<file path="config.mk">
export PLATFORM = sky130hd
export DESIGN_NAME = sem_bank
export DESIGN_NICKNAME = d
export VERILOG_FILES = /design/src/rtl/sem_bank_pkg.sv /design/src/rtl/sem_cell.sv /design/src/rtl/sem_port.sv /design/src/rtl/sem_bank.sv
export SDC_FILE = /design/constraint.sdc
export NUM_CORES = 1
export LEC_CHECK = 0
export BUFFER_PORTS_ARGS = -buffer_cell sky130_fd_sc_hd__buf_2
export CORE_ASPECT_RATIO = 0.75
export CORE_MARGIN = 3
export CORE_UTILIZATION = 47
export CTS_CLUSTER_DIAMETER = 150
export DETAILED_ROUTE_END_ITERATION = 16
export GPL_TIMING_DRIVEN = 1
export PLACE_DENSITY = 0.73
export SLEW_MARGIN = 20
export SYNTH_ARGS = -nofsm -noshare
export SYNTH_HDL_FRONTEND = slang
export SYNTH_SLANG_ARGS = --single-unit
</file>
<file path="constraint.sdc">
create_clock -name clk -period 1.55 [get_ports clk]
set_input_delay 0.155 -clock clk [delete_from_list [all_inputs] [get_ports clk]]
set_output_delay 0.155 -clock clk [all_outputs]
set_load 0.05 [all_outputs]
</file>
<file path="src/rtl/sem_bank_pkg.sv">
package sem_bank_pkg;

   // Who holds a token. Encoding 3 is unused and reads as free.
   typedef enum logic [1:0] {
      TK_FREE  = 2'd0,
      TK_LEFT  = 2'd1,
      TK_RIGHT = 2'd2
   } tok_own_e;

   typedef struct packed {
      tok_own_e own;   // current holder
      logic     wait_q; // non-holder has an outstanding request
   } tok_state_t;

   localparam tok_state_t TOK_RESET = '{own: TK_FREE, wait_q: 1'b0};

   // One write applied to one token state.
   // from_right selects the writing side; rel is data bit 0 (1 = give back).
   function automatic tok_state_t tok_step(tok_state_t s, logic from_right, logic rel);
      tok_state_t n;
      tok_own_e   mine;
      tok_own_e   theirs;
      n      = s;
      mine   = from_right ? TK_RIGHT : TK_LEFT;
      theirs = from_right ? TK_LEFT  : TK_RIGHT;
      if (s.own == mine) begin
         if (rel) begin
            n.own    = s.wait_q ? theirs : TK_FREE;
            n.wait_q = 1'b0;
         end
      end else if (s.own == theirs) begin
         n.wait_q = ~rel;
      end else begin
         if (!rel) begin
            n.own    = mine;
            n.wait_q = 1'b0;
         end else begin
            n = TOK_RESET;
         end
      end
      return n;
   endfunction

endpackage

</file>
<file path="src/rtl/sem_cell.sv">
module sem_cell
   import sem_bank_pkg::*;
#(
   parameter bit LEFT_FIRST = 1'b1
) (
   input  logic clk,
   input  logic rst,
   input  logic l_we,
   input  logic l_rel,
   input  logic r_we,
   input  logic r_rel,
   output logic l_held,
   output logic r_held
);

   tok_state_t cur_q;
   tok_state_t mid;
   tok_state_t nxt;

   // Same-cycle writes are applied one after the other; the first one wins ties.
   generate
      if (LEFT_FIRST) begin : g_left_first
         assign mid = l_we ? tok_step(cur_q, 1'b0, l_rel) : cur_q;
         assign nxt = r_we ? tok_step(mid,   1'b1, r_rel) : mid;
      end else begin : g_right_first
         assign mid = r_we ? tok_step(cur_q, 1'b1, r_rel) : cur_q;
         assign nxt = l_we ? tok_step(mid,   1'b0, l_rel) : mid;
      end
   endgenerate

   always_ff @(posedge clk) begin
      if (rst) cur_q <= TOK_RESET;
      else     cur_q <= nxt;
   end

   assign l_held = (cur_q.own == TK_LEFT);
   assign r_held = (cur_q.own == TK_RIGHT);

endmodule

</file>
<file path="src/rtl/sem_port.sv">
module sem_port #(
   parameter int NUM_SEM = 8,
   parameter int ADDR_W  = 12,
   parameter int DATA_W  = 9
) (
   input  logic               clk,
   input  logic               rst,
   input  logic               tok_sel_n,
   input  logic               chip_en_n,
   input  logic               wr_n,
   input  logic [ADDR_W-1:0]  addr,
   input  logic [DATA_W-1:0]  wdata,
   input  logic [NUM_SEM-1:0] held_vec,
   output logic [NUM_SEM-1:0] we_vec,
   output logic               rel,
   output logic [DATA_W-1:0]  rdata
);

   localparam int IDX_W = $clog2(NUM_SEM);

   logic             access;
   logic             do_wr;
   logic             do_rd;
   logic [IDX_W-1:0] idx;

   // Token access needs select low and memory enable high; both low is illegal.
   assign access = ~tok_sel_n & chip_en_n;
   assign do_wr  = access & ~wr_n;
   assign do_rd  = access &  wr_n;
   assign idx    = addr[IDX_W-1:0];
   assign rel    = wdata[0];

   generate
      for (genvar g = 0; g < NUM_SEM; g++) begin : g_dec
         assign we_vec[g] = do_wr & (idx == IDX_W'(g));
      end
      if (ADDR_W > IDX_W) begin : g_addr_hi
         logic unused_addr_hi;
         assign unused_addr_hi = ^addr[ADDR_W-1:IDX_W];
      end
      if (DATA_W > 1) begin : g_data_hi
         logic unused_data_hi;
         assign unused_data_hi = ^wdata[DATA_W-1:1];
      end
   endgenerate

   // Port-relative view replicated on every line, held between reads.
   always_ff @(posedge clk) begin
      if (rst)        rdata <= '1;
      else if (do_rd) rdata <= {DATA_W{~held_vec[idx]}};
   end

endmodule

</file>
<file path="src/rtl/sem_bank.sv">
module sem_bank #(
   parameter int NUM_SEM    = 8,
   parameter int ADDR_W     = 12,
   parameter int DATA_W     = 9,
   parameter bit LEFT_FIRST = 1'b1
) (
   input  logic              clk,
   input  logic              rst,
   input  logic              l_tok_sel_n,
   input  logic              l_chip_en_n,
   input  logic              l_wr_n,
   input  logic [ADDR_W-1:0] l_addr,
   input  logic [DATA_W-1:0] l_wdata,
   output logic [DATA_W-1:0] l_rdata,
   input  logic              r_tok_sel_n,
   input  logic              r_chip_en_n,
   input  logic              r_wr_n,
   input  logic [ADDR_W-1:0] r_addr,
   input  logic [DATA_W-1:0] r_wdata,
   output logic [DATA_W-1:0] r_rdata
);

   localparam int IDX_W = $clog2(NUM_SEM);

   initial begin : p_param_chk
      assert (NUM_SEM >= 2 && (NUM_SEM & (NUM_SEM - 1)) == 0)
         else $error("sem_bank: NUM_SEM must be a power of two, at least 2");
      assert (ADDR_W >= IDX_W)
         else $error("sem_bank: ADDR_W too narrow for NUM_SEM");
      assert (DATA_W >= 1)
         else $error("sem_bank: DATA_W must be positive");
   end

   logic [NUM_SEM-1:0] l_we;
   logic [NUM_SEM-1:0] r_we;
   logic [NUM_SEM-1:0] l_held;
   logic [NUM_SEM-1:0] r_held;
   logic               l_rel;
   logic               r_rel;

   sem_port #(.NUM_SEM(NUM_SEM), .ADDR_W(ADDR_W), .DATA_W(DATA_W)) u_port_l (
      .clk       (clk),
      .rst       (rst),
      .tok_sel_n (l_tok_sel_n),
      .chip_en_n (l_chip_en_n),
      .wr_n      (l_wr_n),
      .addr      (l_addr),
      .wdata     (l_wdata),
      .held_vec  (l_held),
      .we_vec    (l_we),
      .rel       (l_rel),
      .rdata     (l_rdata)
   );

   sem_port #(.NUM_SEM(NUM_SEM), .ADDR_W(ADDR_W), .DATA_W(DATA_W)) u_port_r (
      .clk       (clk),
      .rst       (rst),
      .tok_sel_n (r_tok_sel_n),
      .chip_en_n (r_chip_en_n),
      .wr_n      (r_wr_n),
      .addr      (r_addr),
      .wdata     (r_wdata),
      .held_vec  (r_held),
      .we_vec    (r_we),
      .rel       (r_rel),
      .rdata     (r_rdata)
   );

   generate
      for (genvar g = 0; g < NUM_SEM; g++) begin : g_cell
         sem_cell #(.LEFT_FIRST(LEFT_FIRST)) u_cell (
            .clk    (clk),
            .rst    (rst),
            .l_we   (l_we[g]),
            .l_rel  (l_rel),
            .r_we   (r_we[g]),
            .r_rel  (r_rel),
            .l_held (l_held[g]),
            .r_held (r_held[g])
         );
      end
   endgenerate

endmodule

</file>
After elaboration in Yosys (flattened, before gate mapping)
Cells that the tools add are included.
{ "totals": {"regBits": 26, "wordCells": 200} }
{ "classes": {"order_cmp": 2, "eq_ne": 46, "muxes": 102, "n_bitwise": 30, "reduce_logical": 2} }
{ "op_table": {"columns": ["operator", "count"], "rows": [
  ["$mux W3", 49],
  ["$mux W2", 25],
  ["$eq A2 B1 Y1 const B", 16],
  ["$eq A2 B2 Y1 const B", 16],
  ["$mux W1", 26],
  ["$eq A3 B3 Y1 const B", 8],
  ["$and A1 B1 Y1", 22],
  ["$eq A3 B2 Y1 const B", 4],
  ["$lt A3 B4 Y1 const B", 2],
  ["$not A1 Y1", 8],
  ["$bmux W1 S3", 2],
  ["$eq A3 B1 Y1 const B", 2],
  ["$logic_not A3 Y1", 2]
]} }

Depth between registers and ports, before layout
Gate-level depths: netlist of run 1.
{ "depth": {"depth_word": 9, "mapped_depth": 7, "ltp_nobuf": 5} }

By module
From an unflattened synthesis of run 1, not the netlist that was laid out.
{ "hier_totals": {"hier_cells": 276, "area_unflattened_um2": 2334.7} }
{ "modules_own_cells": {"columns": ["module", "instances", "cells_each", "area_each_um2", "seq_area_each_um2"], "rows": [
  ["sem_cell", 8, 26, 225.2, 60.1],
  ["sem_port", 2, 34, 266.5, 20.0]
]} }

Least setup slack after synthesis of run 1
OpenSTA, ideal clock, no wires.
{ "synth_path": {"path_type": "in2reg", "from": "in l_addr[0]", "to": "reg g_cell[7].u_cell.cur_q[2] (netlist bit)", "t_arrival_ns": 1.471, "required_time_ns": 1.480, "path_slack_ns": 0.008, "stages": 7, "n_path_buf": 2, "path_cell_list": "buf_2 -> and2_0 -> clkbuf_1 -> and2_1 -> o31a_1 -> or3_1 -> a21oi_1"} }
{ "synth_via": {"elab_chain_len": 7} }
{ "synth_lines": {"columns": ["item", "line_no", "text"], "rows": [
  ["start: declaration", "sem_bank.sv:12", "input logic [ADDR_W-1:0] l_addr,"],
  ["$eq A3 B3 Y1 *", "sem_port.sv:35", "assign we_vec[g] = do_wr & (idx == IDX_W'(g));"],
  ["$and A1 B1 Y1 *", "sem_port.sv:35", null],
  ["$mux W3 *", "sem_cell.sv:23", "assign mid = l_we ? tok_step(cur_q, 1'b0, l_rel) : cur_q;"],
  ["$eq A2 B1 Y1", "sem_bank_pkg.sv:31", "end else if (s.own == theirs) begin"],
  ["$mux W2", "sem_bank_pkg.sv:31", null],
  ["$mux W3", "sem_bank_pkg.sv:26", "if (s.own == mine) begin"],
  ["$mux W3 *", "sem_cell.sv:24", "assign nxt = r_we ? tok_step(mid, 1'b1, r_rel) : mid;"],
  ["end signal: assignment", "sem_cell.sv:33", "else cur_q <= nxt;"],
  ["end: declaration", "sem_cell.sv:16", "tok_state_t cur_q;"]
]} }
Every way passes the cells marked *; elsewhere a longest branch is shown, timed or not.
A chain may end at the register's enable or synchronous reset.

Worst setup path after layout of run 1
{ "layout_path": {"from": "reg g_cell[0].u_cell.cur_q[2] (netlist bit)", "to": "reg, netlist name u_port_r.rdata[0]"} }
{ "layout_via": {"elab_chain_len": 4} }
{ "layout_lines": {"columns": ["item", "line_no", "text"], "rows": [
  ["start: declaration", "sem_cell.sv:16", null],
  ["start signal: assignment", "sem_cell.sv:33", null],
  ["$eq A2 B2 Y1", "sem_cell.sv:37", "assign r_held = (cur_q.own == TK_RIGHT);"],
  ["$bmux W1 S3", "sem_port.sv:50", "else if (do_rd) rdata <= {DATA_W{~held_vec[idx]}};"],
  ["$mux W1 (implied by the code)", "sem_port.sv:50", null],
  ["$not A1 Y1", "sem_port.sv:50", null]
]} }
Every way passes these cells. The select of a mux whose other input is x is not followed.

==> metrics, run 1 <==
global placer's final weighted congestion 0.934; crit-path cells nor2b_2 > buf_4 > mux4_2 > mux2_2 > o21ai_1; clock latency on the worst-skew pair just under 0.3 ns; Hold Crit Start rst; post-synth cell types 55; Area contributors post-synth dfxtp_1, a21oi_1, buf_4, nor2b_1, nand2_1; Final min period between 1.5 and 2 ns; clk_skew approximately 0.0084 ns; share of layout cells above drive strength 1 between 30% and 40%; maximum vdd ir drop ~0.00034 V; Pleak 1.01 nW; # placed instances approximately 400; Synth area leader dfxtp_1; area grow syn2layout 22.7%; via count roughly 2,500; Critical Path Stages 5; Worst Setup Start Kind register; Synth Register Bits 26; drt pass-1 iters 5; first-pass GRT wire length 10,100 um; Clock Sinks 26; initial antenna violation count 0; R2R depth 5; DP Area roughly 2700 um^2; Fill cells around 390; CP peak stage delay ~0.45 ns; clock slew at reported path FFs approximately 0.1 ns; most instantiated cells after synthesis a21oi_1, nand2_1, dfxtp_1; RSZ-0062 raised after global routing yes; Hold Vio Cnt, Final 0; # port buffers 33; DRC 0; CP Max Fanout 4; crit path from g_cell[0].u_cell.cur_q[2]; status finished clean; syn_nets around 350; Syn Area/Cell between 7 and 8 um^2; Gate Count Post-Synth 296; final worst path period share around 98%; Finished Layout Cells between 400 and 500; CTS tree done; max-slew violations 0; I/O pin count 68; final setup violation count 0; die width around 86 um; # nets final 398; sequential-to-total area share from yosys stat around 23%; fmax 659 MHz; Post-synth top flop dfxtp_1; Largest delay share family, worst path multiplexers; grt total ovfl 0; Cell Rows 21; Die Ht roughly 66 um; worst path arrival time roughly 1.8 ns; Final Instance Area approximately 2800 um^2; critical path required time approximately 1.8 ns; H-tree depth 1; critical path class register to register; post-route ant nets 0; # diodes 0; Post-synth ARST share 0%; DRT Wirelength roughly 6400 um; max_slew headroom approximately 72%; detailed placement HPWL between 4000 and 5000 um; WL/cell around 16 um; Num CTS Buffers 3; P per Cell Area around 540 nW/um^2; Worst-Margin Slew between 0.4 and 0.5 ns; vias in the first global route 2,163; Detailed Route Iter0 Violations 267; top-count cell post-synth a21oi_1; worst hold stages 2; GRT Overall Usage ~22%; EDFF count, synth 0; Core Region ~4500 um^2; initial core utilization between 40% and 50%; largest net degree at the start of global routing 17; cts hold-fix bufs 0; Critical R2R Launch g_cell[0].u_cell.cur_q[2]; max-capacitance violation count 0; buffer levels on the longest clock path 2; cell area after synthesis roughly 2200 um^2; CTS Root Cell clkbuf_8; CP max-delay cell mux4_2; die area approximately 5700 um^2; Via density 6.18; hold_ws about 0.19 ns; post-route setup TNS 0 ns; top-area cell type share of the netlist area between 20% and 30%; worst reg2reg setup slack between 0.03 and 0.04 ns; crit path buf inv count 1; Hold WC Path Type input pin to register; CP Capture Type register; YS warnings 0
[kinds of logic after synthesis]
kind of cell / share of synthesized area [%]
simple gates: 35.8
compound gates: 27.4
buf+inv: 9.23
flops: 23.1
mux: 4.51
[registers in the layout, summed over array words and instances, names as in the netlist]
signal               flops
g_cell.u_cell.cur_q     24
u_port_r.rdata           1
u_port_l.rdata           1
[layer usage]
layer | up-vias | part of all wire, % | GRT usage (%)
met1 | 1167 | 48 | 31.3
li1 | 1217 | - | -
met3 | 9 | 6.3 | 3.49
met5 | - | 0 | 0
met4 | 0 | 1.3 | 6.13
met2 | 104 | 44 | 34.2
[per-stage QoR]
| step | power (mW) | utilization, % | setup WS [ns] |
|---|---|---|---|
| 2_1_floorplan | 0.938 | - | 0.00826 |
| 3_3_place_gp | 1.03 | 58.4 | -0.116 |
| 3_5_place_dp | 1.04 | 58.4 | -0.129 |
| 4_1_cts | 1.50 | 59.6 | 0.00808 |
| 5_1_grt | 1.56 | 60.7 | -0.00658 |
| 6_report | 1.50 | 60.7 | 0.0320 |
[layout make-up]
class / instances / area (um^2) / share of cell area [%]
clock buffer: 4 / 55.1 / 1.99
inverter: 5 / 18.8 / 0.680
timing repair buffer: 80 / 531 / 19.2
sequential: 26 / 532 / 19.3
tap: 57 / 71.3 / 2.58
multi-input combinational: 232 / 1550 / 56.3
[repair_timing]
| item | CTS | global route |
|---|---|---|
| endpoints found under the setup margin | 0 | 4 |
| setup buffers | 0 | 1 |
| gates resized for setup | 0 | 15 |
[where the power goes]
group,switching (mW),leakage [nW],internal (mW)
Sequential,0.0110,0.214,0.673
Combinational,0.225,0.772,0.118
Clock,0.242,0.0288,0.229
[cell usage in the layout, fill, tap and decap left out, types with 5 or more instances in the layout]
| cell type | Yosys | final |
|---|---|---|
| nand4_1 | 5 | 5 |
| a41oi_1 | 7 | 7 |
| dfxtp_2 | 0 | 6 |
| buf_2 | 4 | 33 |
| a21oi_1 | 39 | 38 |
| nand2_1 | 30 | 30 |
| nand4b_1 | 9 | 9 |
| a311o_1 | 6 | 6 |
| inv_1 | 5 | 5 |
| o21ai_0 | 7 | 6 |
| nand3b_1 | 7 | 7 |
| nor2_1 | 17 | 17 |
| and2_1 | 6 | 6 |
| o32ai_1 | 7 | 7 |
| nor2b_1 | 19 | 18 |
| nand3_1 | 15 | 15 |
| buf_4 | 16 | 46 |
| dfxtp_1 | 26 | 19 |
| a211oi_1 | 5 | 5 |
[worst paths after layout]
kind	endpoint
worst max-delay path	u_port_r.rdata[0]
worst min-delay path	g_cell[6].u_cell.cur_q[2]
worst max register to register	u_port_r.rdata[0]
worst min register to register	g_cell[2].u_cell.cur_q[0]
(Power assumes the default switching activity.)
==> inputs of run 2 (changes only) <==
--- a/config.mk
+++ b/config.mk
@@ -8,12 +8,13 @@
 export BUFFER_PORTS_ARGS = -buffer_cell sky130_fd_sc_hd__buf_2
 export CORE_ASPECT_RATIO = 0.75
 export CORE_MARGIN = 3
-export CORE_UTILIZATION = 47
+export CORE_UTILIZATION = 48
 export CTS_CLUSTER_DIAMETER = 150
 export DETAILED_ROUTE_END_ITERATION = 16
 export GPL_TIMING_DRIVEN = 1
-export PLACE_DENSITY = 0.73
+export PLACE_DENSITY = 0.74
 export SLEW_MARGIN = 20
 export SYNTH_ARGS = -nofsm -noshare
 export SYNTH_HDL_FRONTEND = slang
+export SYNTH_HIERARCHICAL = 1
 export SYNTH_SLANG_ARGS = --single-unit
==> run 2 against run 1 <==
Against the previous run: setup slack got worse by 0.027 ns; cell area is 6.8% higher; synthesized cell count shrank 6.8%; critical path type unchanged; largest power group unchanged; highest routed layer unchanged.
==> metrics, run 2 <==
status finished clean; GRT Overall Usage 21.3% (-0.70 points); top-area cell type share of the netlist area 22.3% (-0.84 points); YS warnings 6 (+6); # port buffers 33 (unchanged); Largest regs g_cell.u_cell/cur_q x24, u_port_l/rdata x1, u_port_r/rdata x1; Pleak 1.17 nW (+16%); clock slew at reported path FFs 0.10 ns (about the same); Finished Layout Cells 396 (-2.0%); Cell Rows 21 (unchanged); H-tree depth 1 (unchanged); clk_skew 0.00329 ns (-0.00510 ns); area grow syn2layout 26.4%; grt total ovfl 0 (unchanged); max reg flops 24 (unchanged); P per Cell Area 543 nW/um^2 (about the same); Synth Register Bits 26 (unchanged); first-pass GRT wire length 9850 um (-2.5%); commonest non-fill, non-tap cell in the layout buf_4; met1 GRT Util 28.2% (-3.0 points); Num CTS Buffers 3 (unchanged); via count 2,299 (-7.9%); Post-synth top flop dfxtp_1; Core Util, Final 64.5% (+3.8 points); initial antenna violation count 0 (unchanged); Post-synth ARST share 0% (unchanged); Gate Count Post-Synth 276 (-6.8%); initial core utilization 51.1% (+1.6 points); sequential-to-total area share from yosys stat 22.3% (-0.84 points); post-route ant nets 0 (unchanged); Die Ht 66.4 um (+0.74%); Area contributors post-synth dfxtp_1, nor2b_1, buf_4, nand2_1, nor2_1; CTS Root Cell clkbuf_8; setup ws final 0.00449 ns (-0.0275 ns); Reg with most FFs g_cell.u_cell/cur_q; final worst path period share 99.7% (+1.8 points); CP Capture Type register; global placer's final weighted congestion 0.823 (-12%); Via density 5.81 (-6.1%); WL/cell 15.2 um (-3.3%); Clock Sinks 26 (unchanged); # nets final 390 (-2.0%); CTS tree done; Hold Vio Cnt, Final 0 (unchanged); die area 5750 um^2 (+1.5%); most instantiated cells after synthesis nand2_1, nor2b_1, nor2_1; fmax 647 MHz (-1.8%); Worst Setup Start Kind register; DRC 0 (unchanged); power consumption 1.60 mW (+6.9%); EDFF count, synth 0 (unchanged); clock latency on the worst-skew pair 0.27 ns (-0.02 ns); Detailed Route Iter0 Violations 133 (-50%); max-capacitance violation count 0 (unchanged); hold_ws 0.217 ns (+0.0263 ns); grt met2 use 37.7% (+3.5 points); syn_nets 326 (-5.8%); commonest cells after routing, fill and taps aside buf_4, nand2_1, nor2b_1; setup slack at placement -0.352 ns (-0.223 ns); Worst-Margin Slew 0.538 ns (+0.126 ns); grt peak-use layer met2; Final min period 1.55 ns (+0.0275 ns); largest net degree at the start of global routing 33 (+16); Synth area leader dfxtp_1; final setup violation count 0 (unchanged); # placed instances 387 (-3.0%); critical path required time 1.73 ns (-0.05 ns); critical path class register to register; vias in the first global route 2,112 (-2.4%); I/O pin count 68 (unchanged); Final Instance Area 2950 um^2 (+6.8%); detailed placement HPWL 4460 um (-7.0%); Syn Area/Cell 8.46 um^2 (+11%); die width 86.5 um (+0.75%); met3 usage 2.99% (-0.50 points); buffer levels on the longest clock path 2 (unchanged); Hold WC Path Type input pin to register; # diodes 0 (unchanged); drt pass-1 iters 4 (-1); post-route setup TNS 0 ns (unchanged); CP Max Fanout 3 (-1); top-count cell post-synth nand2_1; cell area after synthesis 2330 um^2 (+3.8%); DRT Wirelength 6040 um (-5.2%); max-slew violations 0 (unchanged); maximum vdd ir drop 0.000435 V (+27%); worst path arrival time 1.73 ns (-0.02 ns); post-synth cell types 31 (-44%); Core Region 4570 um^2 (+0.58%); RSZ-0062 raised after global routing yes; share of layout cells above drive strength 1 41.6% (+10 points); DP Area 2780 um^2 (+4.8%); max_slew headroom 64.1% (-8.4 points)
run 2: changes by cell type after synthesis, sizes merged, moves of 10 or more:
| cell | previous run | this run |
|---|---|---|
| a21oi | 39 | 2 |
| clkbuf | 12 | 2 |
| nor2b | 19 | 40 |
| nand3 | 15 | 0 |
| nor2 | 18 | 28 |
run 2: power by group:
part	switching [mW]	internal [mW]
combinational	0.217	0.118
clock	0.230	0.346
sequential	0.0131	0.678
total	0.460	1.14
run 2: layout make-up:
cell class | count | area, um^2
fill | 389 | 1620
timing repair buffer | 81 | 554
clock buffer | 3 | 41.3
sequential | 26 | 526
inverter | 8 | 30.0
clock inverter | 1 | 30.0
multi-input combinational | 220 | 1700
tap | 57 | 71.3
run 2: logic make-up (layout without fill, tap and decap cells):
logic type / count (synthesis) / after routing / synth area share (%)
buffers and inverters: 30 / 93 / 8.36
AOI/OAI and AO/OA: 60 / 60 / 25.4
DFF: 26 / 26 / 22.3
and+or+nand+nor: 154 / 154 / 40.3
muxes: 6 / 6 / 3.64
run 2: final timing paths:
check	startpoint	endpoint	slack (ns)	cells after the start
setup / recovery	g_cell[7].u_cell/cur_q[2]	u_port_r/rdata[0]	0.004	4
hold / removal	l_tok_sel_n	u_port_l/rdata[0]	0.22	3
setup reg to reg	g_cell[7].u_cell/cur_q[2]	u_port_r/rdata[0]	0.004	4
hold reg to reg	u_port_l/rdata[0]	u_port_l/rdata[0]	0.65	2
run 2: critical path, stage by stage (launching register included):
cell and delay, ns:
dfxtp_1 0.33, nor2b_2 0.17, mux4_2 0.46, and2_4 0.17, o41ai_2 0.33
run 2: what timing repair did:
action / 4_1_cts / 5_1_grt
resized for setup: 8 / 7
setup buffers: 2 / 3
endpoints found under the setup margin: 6 / 12
endpoints found under the hold margin: 0 / 0
hold buffers: 0 / 0
pin swaps: 2 / 6
run 2: metal layers:
metal / wire (um) / share of wire [%]
met1: 2730 / 45
met2: 2910 / 48
met3: 381 / 6.3
met4: 18 / 0.30
met5: 0 / 0
